`src/rtl/hdlc_tx_pkg.sv`:
```
package hdlc_tx_pkg;
  typedef enum logic [2:0] {ST_IDLE, ST_DATA, ST_FCS, ST_CLOSE, ST_ABORT} tx_st_t;

  // tag carried alongside every line bit (consumed by the checker)
  localparam logic [1:0] K_NONE  = 2'd0;
  localparam logic [1:0] K_FLAG  = 2'd1;
  localparam logic [1:0] K_BODY  = 2'd2;
  localparam logic [1:0] K_ABORT = 2'd3;

  localparam logic [7:0]  FLAG_PAT = 8'h7E;
  localparam logic [31:0] POLY_WIDE = 32'h04C1_1DB7;
  localparam logic [15:0] POLY_NARROW = 16'h1021;
endpackage

```
`src/rtl/hdlc_tx_crc.sv`:
```
module hdlc_tx_crc
  import hdlc_tx_pkg::*;
#(
  parameter int CRC_MAX = 32
) (
  input  logic               clk,
  input  logic               rst,
  input  logic               init,
  input  logic               step,
  input  logic               din,
  input  logic               wide,
  output logic [CRC_MAX-1:0] crc_q
);
  localparam int NARROW = 16;

  logic               fb;
  logic [CRC_MAX-1:0] shifted;
  logic [CRC_MAX-1:0] nxt;

  always_comb begin
    fb      = (wide ? crc_q[CRC_MAX-1] : crc_q[NARROW-1]) ^ din;
    shifted = {crc_q[CRC_MAX-2:0], 1'b0};
    if (wide) nxt = shifted ^ (fb ? POLY_WIDE : '0);
    else      nxt = shifted ^ (fb ? CRC_MAX'(POLY_NARROW) : '0);
    if (!wide) nxt[CRC_MAX-1:NARROW] = '0;
  end

  always_ff @(posedge clk) begin
    if (rst)       crc_q <= '0;
    else if (init) crc_q <= '1;
    else if (step) crc_q <= nxt;
  end
endmodule

```
`src/rtl/hdlc_tx_hold.sv`:
```
module hdlc_tx_hold #(
  parameter int BYTE_W = 8
) (
  input  logic              clk,
  input  logic              rst,
  input  logic [BYTE_W-1:0] din,
  input  logic              sof,
  input  logic              eof,
  input  logic              valid,
  input  logic              allow,
  input  logic              take,
  output logic              ready,
  output logic              full,
  output logic [BYTE_W-1:0] q,
  output logic              q_sof,
  output logic              q_eof
);
  assign ready = allow && !full;

  always_ff @(posedge clk) begin
    if (rst) begin
      full  <= 1'b0;
      q     <= '0;
      q_sof <= 1'b0;
      q_eof <= 1'b0;
    end else if (valid && ready) begin
      full  <= 1'b1;
      q     <= din;
      q_sof <= sof;
      q_eof <= eof;
    end else if (take) begin
      full <= 1'b0;
    end
  end
endmodule

```
`src/rtl/hdlc_tx_ser.sv`:
```
module hdlc_tx_ser
  import hdlc_tx_pkg::*;
#(
  parameter int BYTE_W    = 8,
  parameter int CRC_MAX   = 32,
  parameter int ABORT_LEN = 8
) (
  input  logic               clk,
  input  logic               rst,
  input  logic               bit_en,
  input  logic               crc32_sel,
  input  logic               buf_full,
  input  logic [BYTE_W-1:0]  buf_data,
  input  logic               buf_sof,
  input  logic               buf_eof,
  input  logic [CRC_MAX-1:0] crc_q,
  output logic               buf_take,
  output logic               buf_allow,
  output logic               crc_init,
  output logic               crc_step,
  output logic               crc_din,
  output logic               crc_wide,
  output logic               tx_bit,
  output logic [1:0]         tx_kind
);
  localparam int BIT_W = $clog2(BYTE_W);
  localparam int CIX   = $clog2(CRC_MAX);
  localparam int CNT_W = $clog2(CRC_MAX + ABORT_LEN + BYTE_W);
  localparam logic [CNT_W-1:0] BYTE_END  = CNT_W'(BYTE_W - 1);
  localparam logic [CNT_W-1:0] ABORT_END = CNT_W'(ABORT_LEN - 1);

  tx_st_t             st;
  logic [CNT_W-1:0]   cnt;
  logic [BYTE_W-1:0]  sreg;
  logic [2:0]         ones;
  logic               last;
  logic               stuff;
  logic               data_bit;
  logic               fcs_bit;
  logic [CIX-1:0]     fcs_idx;
  logic [CNT_W-1:0]   fcs_end;
  logic [2:0]         ones_nx;

  assign crc_wide = last_wide;
  logic last_wide;

  always_comb begin
    stuff    = (ones == 3'd5);
    data_bit = sreg[cnt[BIT_W-1:0]];
    fcs_end  = last_wide ? CNT_W'(CRC_MAX - 1) : CNT_W'(15);
    fcs_idx  = fcs_end[CIX-1:0] - cnt[CIX-1:0];
    fcs_bit  = ~crc_q[fcs_idx];
    crc_din  = data_bit;
    buf_take = 1'b0;
    crc_init = 1'b0;
    crc_step = 1'b0;
    buf_allow = (st == ST_IDLE) || (st == ST_DATA && !stuff);
    if (bit_en) begin
      if (st == ST_IDLE && cnt == BYTE_END && buf_full) begin
        buf_take = 1'b1;
        crc_init = buf_sof;
      end
      if (st == ST_DATA && !stuff) begin
        crc_step = 1'b1;
        if (cnt == BYTE_END && !last && buf_full) buf_take = 1'b1;
      end
    end
    ones_nx = 3'd0;
    if (st == ST_DATA && data_bit) ones_nx = ones + 3'd1;
    if (st == ST_FCS && fcs_bit)   ones_nx = ones + 3'd1;
  end

  always_ff @(posedge clk) begin
    if (rst) begin
      st        <= ST_IDLE;
      cnt       <= '0;
      sreg      <= '0;
      ones      <= 3'd0;
      last      <= 1'b0;
      last_wide <= 1'b0;
      tx_bit    <= 1'b1;
      tx_kind   <= K_NONE;
    end else if (bit_en) begin
      unique case (st)
        ST_IDLE: begin
          tx_bit  <= FLAG_PAT[cnt[2:0]];
          tx_kind <= K_FLAG;
          cnt     <= cnt + CNT_W'(1);
          if (cnt == BYTE_END) begin
            cnt <= '0;
            if (buf_full && buf_sof) begin
              st        <= ST_DATA;
              sreg      <= buf_data;
              last      <= buf_eof;
              ones      <= 3'd0;
              last_wide <= crc32_sel;
            end
          end
        end
        ST_DATA, ST_FCS: begin
          tx_kind <= K_BODY;
          if (stuff) begin
            tx_bit <= 1'b0;
            ones   <= 3'd0;
          end else begin
            tx_bit <= (st == ST_DATA) ? data_bit : fcs_bit;
            ones   <= ones_nx;
            cnt    <= cnt + CNT_W'(1);
            if (st == ST_DATA && cnt == BYTE_END) begin
              cnt <= '0;
              if (last)          st <= ST_FCS;
              else if (buf_full) begin
                sreg <= buf_data;
                last <= buf_eof;
              end else           st <= ST_ABORT;
            end
            if (st == ST_FCS && cnt == fcs_end) begin
              cnt <= '0;
              st  <= ST_CLOSE;
            end
          end
        end
        ST_CLOSE: begin
          if (stuff) begin
            tx_bit  <= 1'b0;
            tx_kind <= K_BODY;
            ones    <= 3'd0;
          end else begin
            tx_bit  <= FLAG_PAT[cnt[2:0]];
            tx_kind <= K_FLAG;
            cnt     <= cnt + CNT_W'(1);
            if (cnt == BYTE_END) begin
              cnt <= '0;
              st  <= ST_IDLE;
            end
          end
        end
        default: begin
          tx_bit  <= 1'b1;
          tx_kind <= K_ABORT;
          ones    <= 3'd0;
          cnt     <= cnt + CNT_W'(1);
          if (cnt == ABORT_END) begin
            cnt <= '0;
            st  <= ST_IDLE;
          end
        end
      endcase
    end
  end
endmodule

```
`src/rtl/hdlc_tx.sv`:
```
module hdlc_tx
  import hdlc_tx_pkg::*;
#(
  parameter int BYTE_W    = 8,
  parameter int CRC_MAX   = 32,
  parameter int ABORT_LEN = 8
) (
  input  logic              clk,
  input  logic              rst,
  input  logic              bit_en,
  input  logic              crc32_sel,
  input  logic [BYTE_W-1:0] in_data,
  input  logic              in_valid,
  input  logic              in_sof,
  input  logic              in_eof,
  output logic              in_ready,
  output logic              tx_bit
);
  logic               buf_full, buf_sof, buf_eof, buf_take, buf_allow;
  logic [BYTE_W-1:0]  buf_data;
  logic               crc_init, crc_step, crc_din, crc_wide;
  logic [CRC_MAX-1:0] crc_q;
  logic [1:0]         tx_kind;

  hdlc_tx_hold #(.BYTE_W(BYTE_W)) hold_i (
    .clk(clk), .rst(rst), .din(in_data), .sof(in_sof), .eof(in_eof),
    .valid(in_valid), .allow(buf_allow), .take(buf_take), .ready(in_ready),
    .full(buf_full), .q(buf_data), .q_sof(buf_sof), .q_eof(buf_eof)
  );

  hdlc_tx_crc #(.CRC_MAX(CRC_MAX)) crc_i (
    .clk(clk), .rst(rst), .init(crc_init), .step(crc_step), .din(crc_din),
    .wide(crc_wide), .crc_q(crc_q)
  );

  hdlc_tx_ser #(.BYTE_W(BYTE_W), .CRC_MAX(CRC_MAX), .ABORT_LEN(ABORT_LEN)) ser_i (
    .clk(clk), .rst(rst), .bit_en(bit_en), .crc32_sel(crc32_sel),
    .buf_full(buf_full), .buf_data(buf_data), .buf_sof(buf_sof), .buf_eof(buf_eof),
    .crc_q(crc_q), .buf_take(buf_take), .buf_allow(buf_allow), .crc_init(crc_init),
    .crc_step(crc_step), .crc_din(crc_din), .crc_wide(crc_wide),
    .tx_bit(tx_bit), .tx_kind(tx_kind)
  );
endmodule

```
`config.mk`:
```
export PLATFORM = sky130hd
export DESIGN_NAME = hdlc_tx
export DESIGN_NICKNAME = d
export VERILOG_FILES = /design/src/rtl/hdlc_tx_pkg.sv /design/src/rtl/hdlc_tx_crc.sv /design/src/rtl/hdlc_tx_hold.sv /design/src/rtl/hdlc_tx_ser.sv /design/src/rtl/hdlc_tx.sv
export SDC_FILE = /design/constraint.sdc
export NUM_CORES = 1
export LEC_CHECK = 0
export BUFFER_PORTS_ARGS = -buffer_cell sky130_fd_sc_hd__buf_2
export CAP_MARGIN = 5
export CORE_MARGIN = 2
export CORE_UTILIZATION = 44
export CTS_CLUSTER_DIAMETER = 50
export DETAILED_ROUTE_END_ITERATION = 12
export GPL_ROUTABILITY_DRIVEN = 0
export PLACE_DENSITY_LB_ADDON = 0.3
export SETUP_SLACK_MARGIN = 0.02
export SLEW_MARGIN = 20
export SYNTH_ARGS = -nofsm -noshare
export SYNTH_HDL_FRONTEND = slang
export SYNTH_SLANG_ARGS = --single-unit
```
`constraint.sdc`:
```
create_clock -name clk -period 2.3 [get_ports clk]
set_input_delay 0.345 -clock clk [delete_from_list [all_inputs] [get_ports clk]]
set_output_delay 0.345 -clock clk [all_outputs]
set_load 0.005 [all_outputs]
```
==> flow_summary.ini <==
[outcome]
outcome = finished, final reports clean

[critical_path]
worstSetupStartpointType = register
critPathSlowestCell = mux4_2
reg2reg_setup_slack_ns = 0.12
endpoint = crc_i.crc_q[1]
max_stage_delay_ns = 0.53
path_cells = buf_12 > mux4_2 > mux2i_4 > xnor2_1 > nand2_2 > xor2_1 > a211oi_1
crit_arrival_ns = 2.42
crit_required_ns = 2.54
reg2reg_from = ser_i.cnt[1]
ff2ff_path_depth = 7
criticalPathCategory = register to register
crit_start = ser_i.cnt[1]
end_kind = register
crit_path_max_fanout = 10
rr_endpoint = crc_i.crc_q[1]

[finish]
diodes = 0
syn_to_final_growth_pct = 14.5
fin_nets = 437
final.fill_count = 723
layout-drive-gt1-share_pct = 16.3

[drt]
wl_met3_um = 291
num_vias = 2941
wire_per_inst_um = 14.7
first_pass_iters = 4
wl_um = 7720
dr_wl_met2_um = 3630
drc = 0
viasPerCell = 5.59
drt.antenna.violating_nets = 0
wl_met1_um = 3720
top_layer_used = met4
drt_first_iter_violations = 185

[synth]
synth_nets = 420
avgSynthCellArea_um2 = 8.46
ys.warnings.count = 0
synth.most_common_cell = dfxtp_1
syn_inst = 402
synth_edf_count = 0
synthFlopType = dfxtp_1
ys_ff_latch = 67
syn_area_um2 = 3400
seq_area_frac_synth_pct = 39.4
synth_top_cell_by_area = dfxtp_1
synth_common_cells = 67 x dfxtp_1, 40 x nand2_1, 32 x nor2_1
yosysUniqueCellTypes = 52
synth_async_sr_flop_share_pct = 0
synthTopCellsByArea = dfxtp_1 39%, mux2i_1 7.7%, nand2_1 4.4%
synth_top_area_share_pct = 39.4

[clock_tree]
cts-root-buf = clkbuf_8
cts_tree = done
cts-htree-levels = 3
hold_buffers = 0
clk_latency_ns = 0.34
clk_pin_slew_ns = 0.08
numCtsBuffers = 9
cts.path.max_buffers = 2
cts_num_sinks = 67

[grt]
grt_pass1_vias = 2724
grt_pass1_wl_um = 13100
antenna_found_initial = 0
grt_usage_pct = 19.2
gr-total-overflow = 0
grt_max_degree = 65

[timing]
tns_ns = 0
max_slew_margin_pct = 55.2
maxSlewViolCount = 0
worst_slack_ns = 0.124
setup_viol = 0
fmax_ghz = 0.460
finClkSkew_ns = 0.00659
fin_crit_ns = 2.18
rsz0062_at_grt = no
finalHoldViolCount = 0
fin_crit_sh_pct = 94.6
tightestPinTransition_ns = 0.672

[placed_design]
place_ws_ns = 0.0241
port_buffers = 16
hpwl_um = 5160

[floorplanning]
fp-row-count = 32
die_area_um2 = 8450
die_w_um = 91.9
core_region_area_um2 = 7610
fp.dieH_um = 91.9
num_io_pins = 17
start_util_pct = 44.7

[power_and_ir_drop]
leakagePower_nw = 1.28
ir_drop_v = 0.000293
p_per_area_nw_per_um2 = 597

[min_path]
hold_class = input port to register

[flow_run]
maxCapViolCount = 0
==> sequential cells by signal, summed over array words and instances (netlist names), named ones only <==
signal,count
crc_i.crc_q,32
hold_i.q,8
ser_i.sreg,8
ser_i.cnt,6
ser_i.ones,3
ser_i.st,3
hold_i.full,1
hold_i.q_eof,1
hold_i.q_sof,1
ser_i.crc_wide,1
ser_i.last,1
ser_i.tx_bit,1
==> per-layer routing <==
layer  up-vias  global-route usage, %
met4         0                   6.09
met5         -                      0
met2        48                   30.0
li1       1480                      -
met1      1407                   26.2
met3         6                   4.77
==> worst min path at each step <==
stage	start	end	slack [ns]	cells after the start
floorplan	hold_i.q[0]	hold_i.q[0]	0.44	2
global placement	hold_i.q_eof	hold_i.q_eof	0.45	2
detailed placement	hold_i.q[1]	hold_i.q[1]	0.45	2
CTS	crc32_sel	ser_i.crc_wide	0.22	3
global route	in_data[3]	hold_i.q[3]	0.24	3
finish	crc32_sel	ser_i.crc_wide	0.23	3
==> where the power goes <==
group,internal (mW),switching (mW),leakage (nW)
clock,0.529,0.456,0.0926
sequential,1.18,0.0114,0.543
combinational,0.0639,0.0873,0.650
==> through the flow <==
stage	hold slack (ns)	cells	util, %	area (µm²)	power, mW
floorplan	0.436	402	-	3400	1.31
global placement	0.446	507	48.1	3660	1.36
detailed placement	0.449	507	48.1	3660	1.36
CTS	0.222	524	50.8	3860	2.33
global route	0.237	526	51.2	3890	2.40
finish	0.229	526	51.2	3890	2.33
==> kinds of logic (layout without fill, tap and decap cells) <==
kind of cell / after synthesis / count (layout) / share of synthesized area, %
AOI/OAI and AO/OA: 85 / 85 / 16.4
xor gates and xnor gates: 22 / 22 / 6.22
adders and majority gates: 3 / 3 / 1.10
buffers and inverters: 37 / 59 / 4.56
DFF: 67 / 67 / 39.4
muxes: 29 / 29 / 9.64
and+or+nand+nor: 159 / 159 / 22.7
==> layout by cell type, fill, tap and decap left out, types with 4 or more instances in the layout <==
cell	instances
a211oi_1	12
xor2_1	10
dfxtp_1	66
nand4_1	4
nand3b_1	4
a21oi_1	23
inv_1	4
mux2i_1	26
nor2_1	32
a22oi_1	8
nand3_1	27
a31oi_1	14
clkbuf_8	10
o22ai_1	4
xnor2_1	11
nor3_1	25
nor2b_1	4
buf_4	21
o21ai_0	6
buf_2	16
a211o_1	4
nand2_1	40
==> cell type report <==
class                      count  area (µm²)  share of cell area [%]
tap                          102         128                    3.28
multi-input combinational    298        1940                    49.7
timing repair buffer          39         278                    7.13
clock inverter                 4        50.0                    1.29
clock buffer                  12         145                    3.73
sequential                    67        1340                    34.5
inverter                       4        15.0                   0.386
==> critical path, delay by kind of cell (launching register included) <==
family / cells / cell delay (ns)
AOI/OAI and AO/OA: 1 / 0.27
xor gates and xnor gates: 2 / 0.35
buffers and inverters: 1 / 0.15
DFF: 1 / 0.37
muxes: 2 / 0.76
and+or+nand+nor: 1 / 0.18
==> what timing repair did <==
| item | 4_1_cts | 5_1_grt |
|---|---|---|
| pin swaps | 0 | 1 |
| cloned | 0 | 0 |
| resized for setup | 1 | 3 |
| setup buffers | 1 | 2 |
| endpoints found under the setup margin | 2 | 16 |
| hold endpoints to repair | 0 | 0 |
Power figures use the tool's default switching activity.
